$ cat config.mk
export PLATFORM = sky130hd
export DESIGN_NAME = obuf_arbiter
export DESIGN_NICKNAME = d
export VERILOG_FILES = /design/src/rtl/obuf_arb_pkg.sv /design/src/rtl/obuf_src_decode.sv /design/src/rtl/obuf_irq_gate.sv /design/src/rtl/obuf_read_mux.sv /design/src/rtl/obuf_arbiter.sv
export SDC_FILE = /design/constraint.sdc
export NUM_CORES = 1
export LEC_CHECK = 0
export BUFFER_PORTS_ARGS = -buffer_cell sky130_fd_sc_hd__buf_2
export CORE_AREA = 2 2 39 41
export CTS_BUF_LIST = sky130_fd_sc_hd__clkbuf_4
export DETAILED_ROUTE_END_ITERATION = 10
export DIE_AREA = 0 0 41 43
export GPL_TIMING_DRIVEN = 0
export SYNTH_ARGS = -nofsm -noshare
export SYNTH_HDL_FRONTEND = slang
export SYNTH_HIERARCHICAL = 1
export SYNTH_SLANG_ARGS = --single-unit
$ cat constraint.sdc
create_clock -name clk -period 2.45 [get_ports clk]
set_input_delay 0.3675 -clock clk [delete_from_list [all_inputs] [get_ports clk]]
set_output_delay 0.3675 -clock clk [all_outputs]
set_load 0.03 [all_outputs]
$ cat src/rtl/obuf_arb_pkg.sv
package obuf_arb_pkg;

  // Which channel the host side is currently pointed at.
  typedef enum logic {
    SRC_KBD = 1'b0,
    SRC_AUX = 1'b1
  } src_sel_e;

  // Any channel holding data.
  function automatic logic any_waiting(input logic k, input logic a);
    return k | a;
  endfunction

  // The auxiliary channel is served only when the keyboard has nothing.
  function automatic logic aux_alone(input logic k, input logic a);
    return a & ~k;
  endfunction

endpackage

$ cat src/rtl/obuf_src_decode.sv
module obuf_src_decode
  import obuf_arb_pkg::*;
(
  input  logic     kbd_pend,
  input  logic     aux_pend,
  output logic     any_pend,
  output src_sel_e src
);

  always_comb begin
    any_pend = any_waiting(kbd_pend, aux_pend);
    src      = aux_alone(kbd_pend, aux_pend) ? SRC_AUX : SRC_KBD;
  end

endmodule

$ cat src/rtl/obuf_irq_gate.sv
module obuf_irq_gate
  import obuf_arb_pkg::*;
#(
  parameter int MODE_W       = 8,
  parameter int KBD_IE_BIT   = 0,
  parameter int AUX_IE_BIT   = 1,
  parameter int KBD_DIS_BIT  = 4,
  parameter bit HONOR_KBD_DIS = 1'b1
) (
  input  logic [MODE_W-1:0] mode,
  input  logic              kbd_pend,
  input  src_sel_e          src,
  output logic              kbd_req,
  output logic              aux_req
);

  logic kbd_blocked;
  logic mode_unused;

  generate
    if (HONOR_KBD_DIS) begin : g_dis
      assign kbd_blocked = mode[KBD_DIS_BIT];
    end else begin : g_nodis
      assign kbd_blocked = 1'b0;
    end
  endgenerate

  assign mode_unused = ^mode;

  always_comb begin
    kbd_req = kbd_pend & mode[KBD_IE_BIT] & ~kbd_blocked;
    aux_req = (src == SRC_AUX) & mode[AUX_IE_BIT];
  end

endmodule

$ cat src/rtl/obuf_read_mux.sv
module obuf_read_mux
  import obuf_arb_pkg::*;
#(
  parameter int DATA_W = 8
) (
  input  src_sel_e          src_q,
  input  logic              rd_en,
  input  logic [DATA_W-1:0] kbd_byte,
  input  logic [DATA_W-1:0] aux_byte,
  output logic [DATA_W-1:0] rd_data,
  output logic              kbd_pop,
  output logic              aux_pop
);

  always_comb begin
    rd_data = (src_q == SRC_AUX) ? aux_byte : kbd_byte;
    kbd_pop = rd_en & (src_q == SRC_KBD);
    aux_pop = rd_en & (src_q == SRC_AUX);
  end

endmodule

$ cat src/rtl/obuf_arbiter.sv
module obuf_arbiter
  import obuf_arb_pkg::*;
#(
  parameter int DATA_W      = 8,
  parameter int MODE_W      = 8,
  parameter int KBD_IE_BIT  = 0,
  parameter int AUX_IE_BIT  = 1,
  parameter int KBD_DIS_BIT = 4
) (
  input  logic              clk,
  input  logic              rst_n,
  input  logic              kbd_pend,
  input  logic              aux_pend,
  input  logic [MODE_W-1:0] mode,
  input  logic [DATA_W-1:0] kbd_byte,
  input  logic [DATA_W-1:0] aux_byte,
  input  logic              rd_en,
  output logic [DATA_W-1:0] rd_data,
  output logic              kbd_pop,
  output logic              aux_pop,
  output logic              stat_full,
  output logic              stat_aux_full,
  output logic              port_full,
  output logic              port_aux_full,
  output logic              kbd_irq,
  output logic              aux_irq
);

  // Next-state events, named for the assertions.
  logic     any_d;
  src_sel_e src_d;
  logic     kbd_req_d;
  logic     aux_req_d;

  // Registered state.
  logic     full_q;
  src_sel_e src_q;
  logic     kbd_irq_q;
  logic     aux_irq_q;

  obuf_src_decode u_dec (
    .kbd_pend (kbd_pend),
    .aux_pend (aux_pend),
    .any_pend (any_d),
    .src      (src_d)
  );

  obuf_irq_gate #(
    .MODE_W        (MODE_W),
    .KBD_IE_BIT    (KBD_IE_BIT),
    .AUX_IE_BIT    (AUX_IE_BIT),
    .KBD_DIS_BIT   (KBD_DIS_BIT),
    .HONOR_KBD_DIS (1'b1)
  ) u_irq (
    .mode     (mode),
    .kbd_pend (kbd_pend),
    .src      (src_d),
    .kbd_req  (kbd_req_d),
    .aux_req  (aux_req_d)
  );

  always_ff @(posedge clk or negedge rst_n) begin
    if (!rst_n) begin
      full_q    <= 1'b0;
      src_q     <= SRC_KBD;
      kbd_irq_q <= 1'b0;
      aux_irq_q <= 1'b0;
    end else begin
      full_q    <= any_d;
      src_q     <= src_d;
      kbd_irq_q <= kbd_req_d;
      aux_irq_q <= aux_req_d;
    end
  end

  obuf_read_mux #(
    .DATA_W (DATA_W)
  ) u_rd (
    .src_q    (src_q),
    .rd_en    (rd_en),
    .kbd_byte (kbd_byte),
    .aux_byte (aux_byte),
    .rd_data  (rd_data),
    .kbd_pop  (kbd_pop),
    .aux_pop  (aux_pop)
  );

  assign stat_full     = full_q;
  assign port_full     = full_q;
  assign stat_aux_full = (src_q == SRC_AUX);
  assign port_aux_full = (src_q == SRC_AUX);
  assign kbd_irq       = kbd_irq_q;
  assign aux_irq       = aux_irq_q;


  full_track_chk: assert property (@(posedge clk) disable iff (!rst_n)
    1'b1 |=> (stat_full == $past(kbd_pend | aux_pend)));


  aux_only_chk: assert property (@(posedge clk) disable iff (!rst_n)
    1'b1 |=> (stat_aux_full == ($past(aux_pend) && !$past(kbd_pend))));


  aux_irq_chk: assert property (@(posedge clk) disable iff (!rst_n)
    aux_irq |-> (stat_aux_full && stat_full));


  kbd_irq_chk: assert property (@(posedge clk) disable iff (!rst_n)
    kbd_irq |-> (stat_full && !stat_aux_full));


  pop_one_chk: assert property (@(posedge clk) disable iff (!rst_n)
    rd_en |-> ($countones({kbd_pop, aux_pop}) == 1));


  pop_idle_chk: assert property (@(posedge clk) disable iff (!rst_n)
    !rd_en |-> !(kbd_pop || aux_pop));


  quiet_chk: assert property (@(posedge clk) disable iff (!rst_n)
    !stat_full |-> !(kbd_irq || aux_irq));

endmodule

Word level (Yosys, flattened, before mapping)
Index checks and enable logic that the tools add are counted.
Word-level totals
  bits of input ports: 29
  register bits: 4
  logic and storage cells: 16
  output and inout port bits: 16
Operators by class
  muxes and demuxes: 2
  bitwise logic cells: 10
Operator list (count)
  2-to-1 mux 8 bit: 1
  bitwise AND 1 bit: 6
  inverter 1 bit: 3
  2-to-1 mux 1 bit: 1
  OR 1 bit: 1

Longest topological paths before layout
  depth in word-level cells: 4
  mapped depth: 2
  mapped depth without buffers: 2

Hierarchy
The synthesis kept the hierarchy.
Modules (own cells, without submodules)
  obuf_read_mux: cells an instance 11, area an instance 147.6 um2, seq. area each 0.0 um2, instances 1
  obuf_arbiter: cells an instance 6, area an instance 115.1 um2, seq. area each 100.1 um2, instances 1
  obuf_irq_gate: cells an instance 2, area an instance 15.0 um2, seq. area each 0.0 um2, instances 1
  obuf_src_decode: cells an instance 2, area an instance 12.5 um2, seq. area each 0.0 um2, instances 1

Least setup slack after synthesis
No wires, ideal clock.
  path kind: register to output
  start: register src_q, in the netlist port_aux_full
  end: output port rd_data[0]
  buffers on the path: 1
  stages on the path, launching flop included: 3
  data required time: 2082 ps
  arrival time: 1078 ps
  path slack: 1004 ps
  path through: dfrtp_1 buf_6 mux2_4
Between the ends
  cells in the longest elaborated chain, start to end: 1
RTL lines
  from (decl): line obuf_arbiter.sv:37  | src_sel_e src_q;
  from (signal assigned): line obuf_arbiter.sv:70  | src_q <= src_d;
  2-to-1 mux 8 bit: line obuf_read_mux.sv:16  | rd_data = (src_q == SRC_AUX) ? aux_byte : kbd_byte;
  to (decl): line obuf_arbiter.sv:18  | output logic [DATA_W-1:0] rd_data,
No other way between the ends.

Worst setup path in the final report
  start: register src_q, in the netlist port_aux_full
  end: output port rd_data[1]
Same word-level chain as after synthesis.

==> impl_results.md <==
* Status: completed
* FMAX at 0.612 GHz
* Global-route wire length before repair at around 1100 um
* Mapped Cells at 21
* PostCTS Resize Cnt at 0
* Final non-filler cell total at 80
* CTS tree: done
* Largest net degree at the start of global routing at 11
* Min Clock Period, post-route at between 1.5 and 2 ns
* Port Buffers at 39
* Setup WS pre-CTS at about 1.1 ns
* Vias in the first global route at a little over 300
* Total clock sinks at 4
* Clock buffer depth at 2
* DRT antenna net count at 0
* Final Wtd Congestion at a little over 0.6
* WL final at between 900 and 1000 um
* WL per Instance at about 11 um
* Crit path from: port_aux_full
* Final hold vios at 0
* Row count at 14
* Number of diodes at 0
* Cts bufs inserted at 3
* Most common cell after layout, fill and taps aside: buf_2
* Most frequent cells in the layout: 39 x buf_2, 8 x mux2_4, 4 x dfrtp_1
* Slew Limit Fails at 0
* Setup bufs post-CTS at 0
* Layout cells sized above 1 at 85.9%
* Die area at about 1800 sq um
* Sequential share of the synthesized area at about 34%
* Final net count at between 90 and 100
* Area grow syn2layout at 85.3%
* CP endpoint: rd_data[1]
* DR vias/cell at between 4 and 5
* Tcrit/Tclk final at 66.6%
* Root Buffer: clkbuf_4
* Setup_tns at 0 ns
* Dpl cells at between 70 and 80
* Post-layout util at approximately two fifths
* Slack of the critical path at 0.817 ns
* CP Capture Type: output port
* Max_cap viols at 0
* Worst hold-check path type: in -> reg
* Die Ht at 43 um
* CTS hold repair buffers at 1
* Crit path DAT at about 1.3 ns
* Final count of negative-setup-slack endpoints at 0
* DR vias at ~340
* I/O pins at 45
* Total GRT Usage at between 10% and 20%
* Worst-margin pin slew at ~0.16 ns
* Worst Path Required at approximately 2.1 ns
* Library cells used by synthesis at 10
* Number of DRC markers in iteration 0 at 0
* Max IR drop VDD at 0.201 mV
* Critical path class: reg -> out
* Synthesis-stage register bit count at 4
* H-Tree Depth at 1
* Initial antenna violation count at 0
* Cell Area, Synth at just under 300 sq um
* Mean post-synth cell area at 13.8 sq um
* Filler cell count at 147
* RSZ-0062 raised after global routing: no
* Worst setup SP type: flop
* Power Density at roughly 470 nW/um^2
* Core area at between 1000 and 1500 sq um
* GRT overflow at 0
* Crit-path max FO at 10
* Slew Limit Headroom at 89.3%
* Clk slew on worst S/H paths at 0.04 ns
* Syn Nets at 50
* Starting Density at a little over a fifth
* Initial DRT Pass Iterations at 1
* Ys Warns at 6
* Die Width at between 40 and 50 um
* Drt drc at 0
* Leak at between 0.3 and 0.4 nW
[worst min-delay path by stage]
stage / depth (start not counted) / slack [ns] / endpoint / start
after floorplan: 0 / 0.07 / aux_irq / rst_n
after global placement: 1 / 0.18 / port_full / rst_n
after detailed placement: 1 / 0.18 / port_full / rst_n
after CTS: 2 / 0.30 / port_aux_full / kbd_pend
after global routing: 2 / 0.32 / port_aux_full / kbd_pend
final: 2 / 0.31 / port_aux_full / kbd_pend
[critical path: stages (launching register included)]
cell and delay (ns):
dfrtp_1 0.37, buf_6 0.18, mux2_4 0.30, buf_2 0.17
[registers in the layout, summed over array words and instances, names as in the netlist]
register	cells
aux_irq	1
kbd_irq	1
port_aux_full	1
port_full	1
[synth_stat cells]
cell / number / area (sq um)
and2b_2: 1 / 8.76
and3b_1: 1 / 8.76
or2_1: 1 / 6.26
and2_1: 1 / 6.26
and2_2: 1 / 7.51
buf_6: 1 / 11.3
nor2b_1: 1 / 6.26
dfrtp_1: 4 / 100
buf_4: 2 / 15.0
mux2_4: 8 / 120
[area by class of cell]
type / count / area (sq um) / area share [%]
sequential: 4 / 100 / 18.6
tap: 16 / 20.0 / 3.72
timing repair buffer: 40 / 205 / 38.1
buffer: 3 / 26.3 / 4.88
multi-input combinational: 14 / 164 / 30.5
clock buffer: 3 / 22.5 / 4.19
[metal layers]
metal | track usage (%) | vias to the layer above | part of all wire [%]
li1 | - | 156 | -
met1 | 6.82 | 140 | 28
met2 | 18.4 | 40 | 46
met3 | 6.28 | 0 | 26
met4 | 8.00 | 0 | 0
met5 | 0 | - | 0
[per-stage QoR]
| step | power (mW) | cell area (sq um) | hold WS [ns] |
|---|---|---|---|
| 2_1_floorplan | 0.136 | 290 | 0.0719 |
| 3_3_place_gp | 0.172 | 505 | 0.176 |
| 3_5_place_dp | 0.173 | 505 | 0.178 |
| 4_1_cts | 0.258 | 538 | 0.303 |
| 5_1_grt | 0.270 | 538 | 0.318 |
| 6_report | 0.253 | 538 | 0.309 |
[report_power, final]
part / total (mW) / switching [mW] / internal [mW]
Sequential: 0.0709 / 0.00148 / 0.0694
Combinational: 0.101 / 0.0545 / 0.0466
Clock: 0.0812 / 0.0264 / 0.0547
Total: 0.253 / 0.0823 / 0.171
[cell families after synthesis]
| logic type | Yosys count | synth area share, % |
|---|---|---|
| buf+inv | 3 | 9.05 |
| simple gates | 6 | 15.1 |
| flops | 4 | 34.5 |
| mux | 8 | 41.4 |
(Power assumes the default switching activity.)
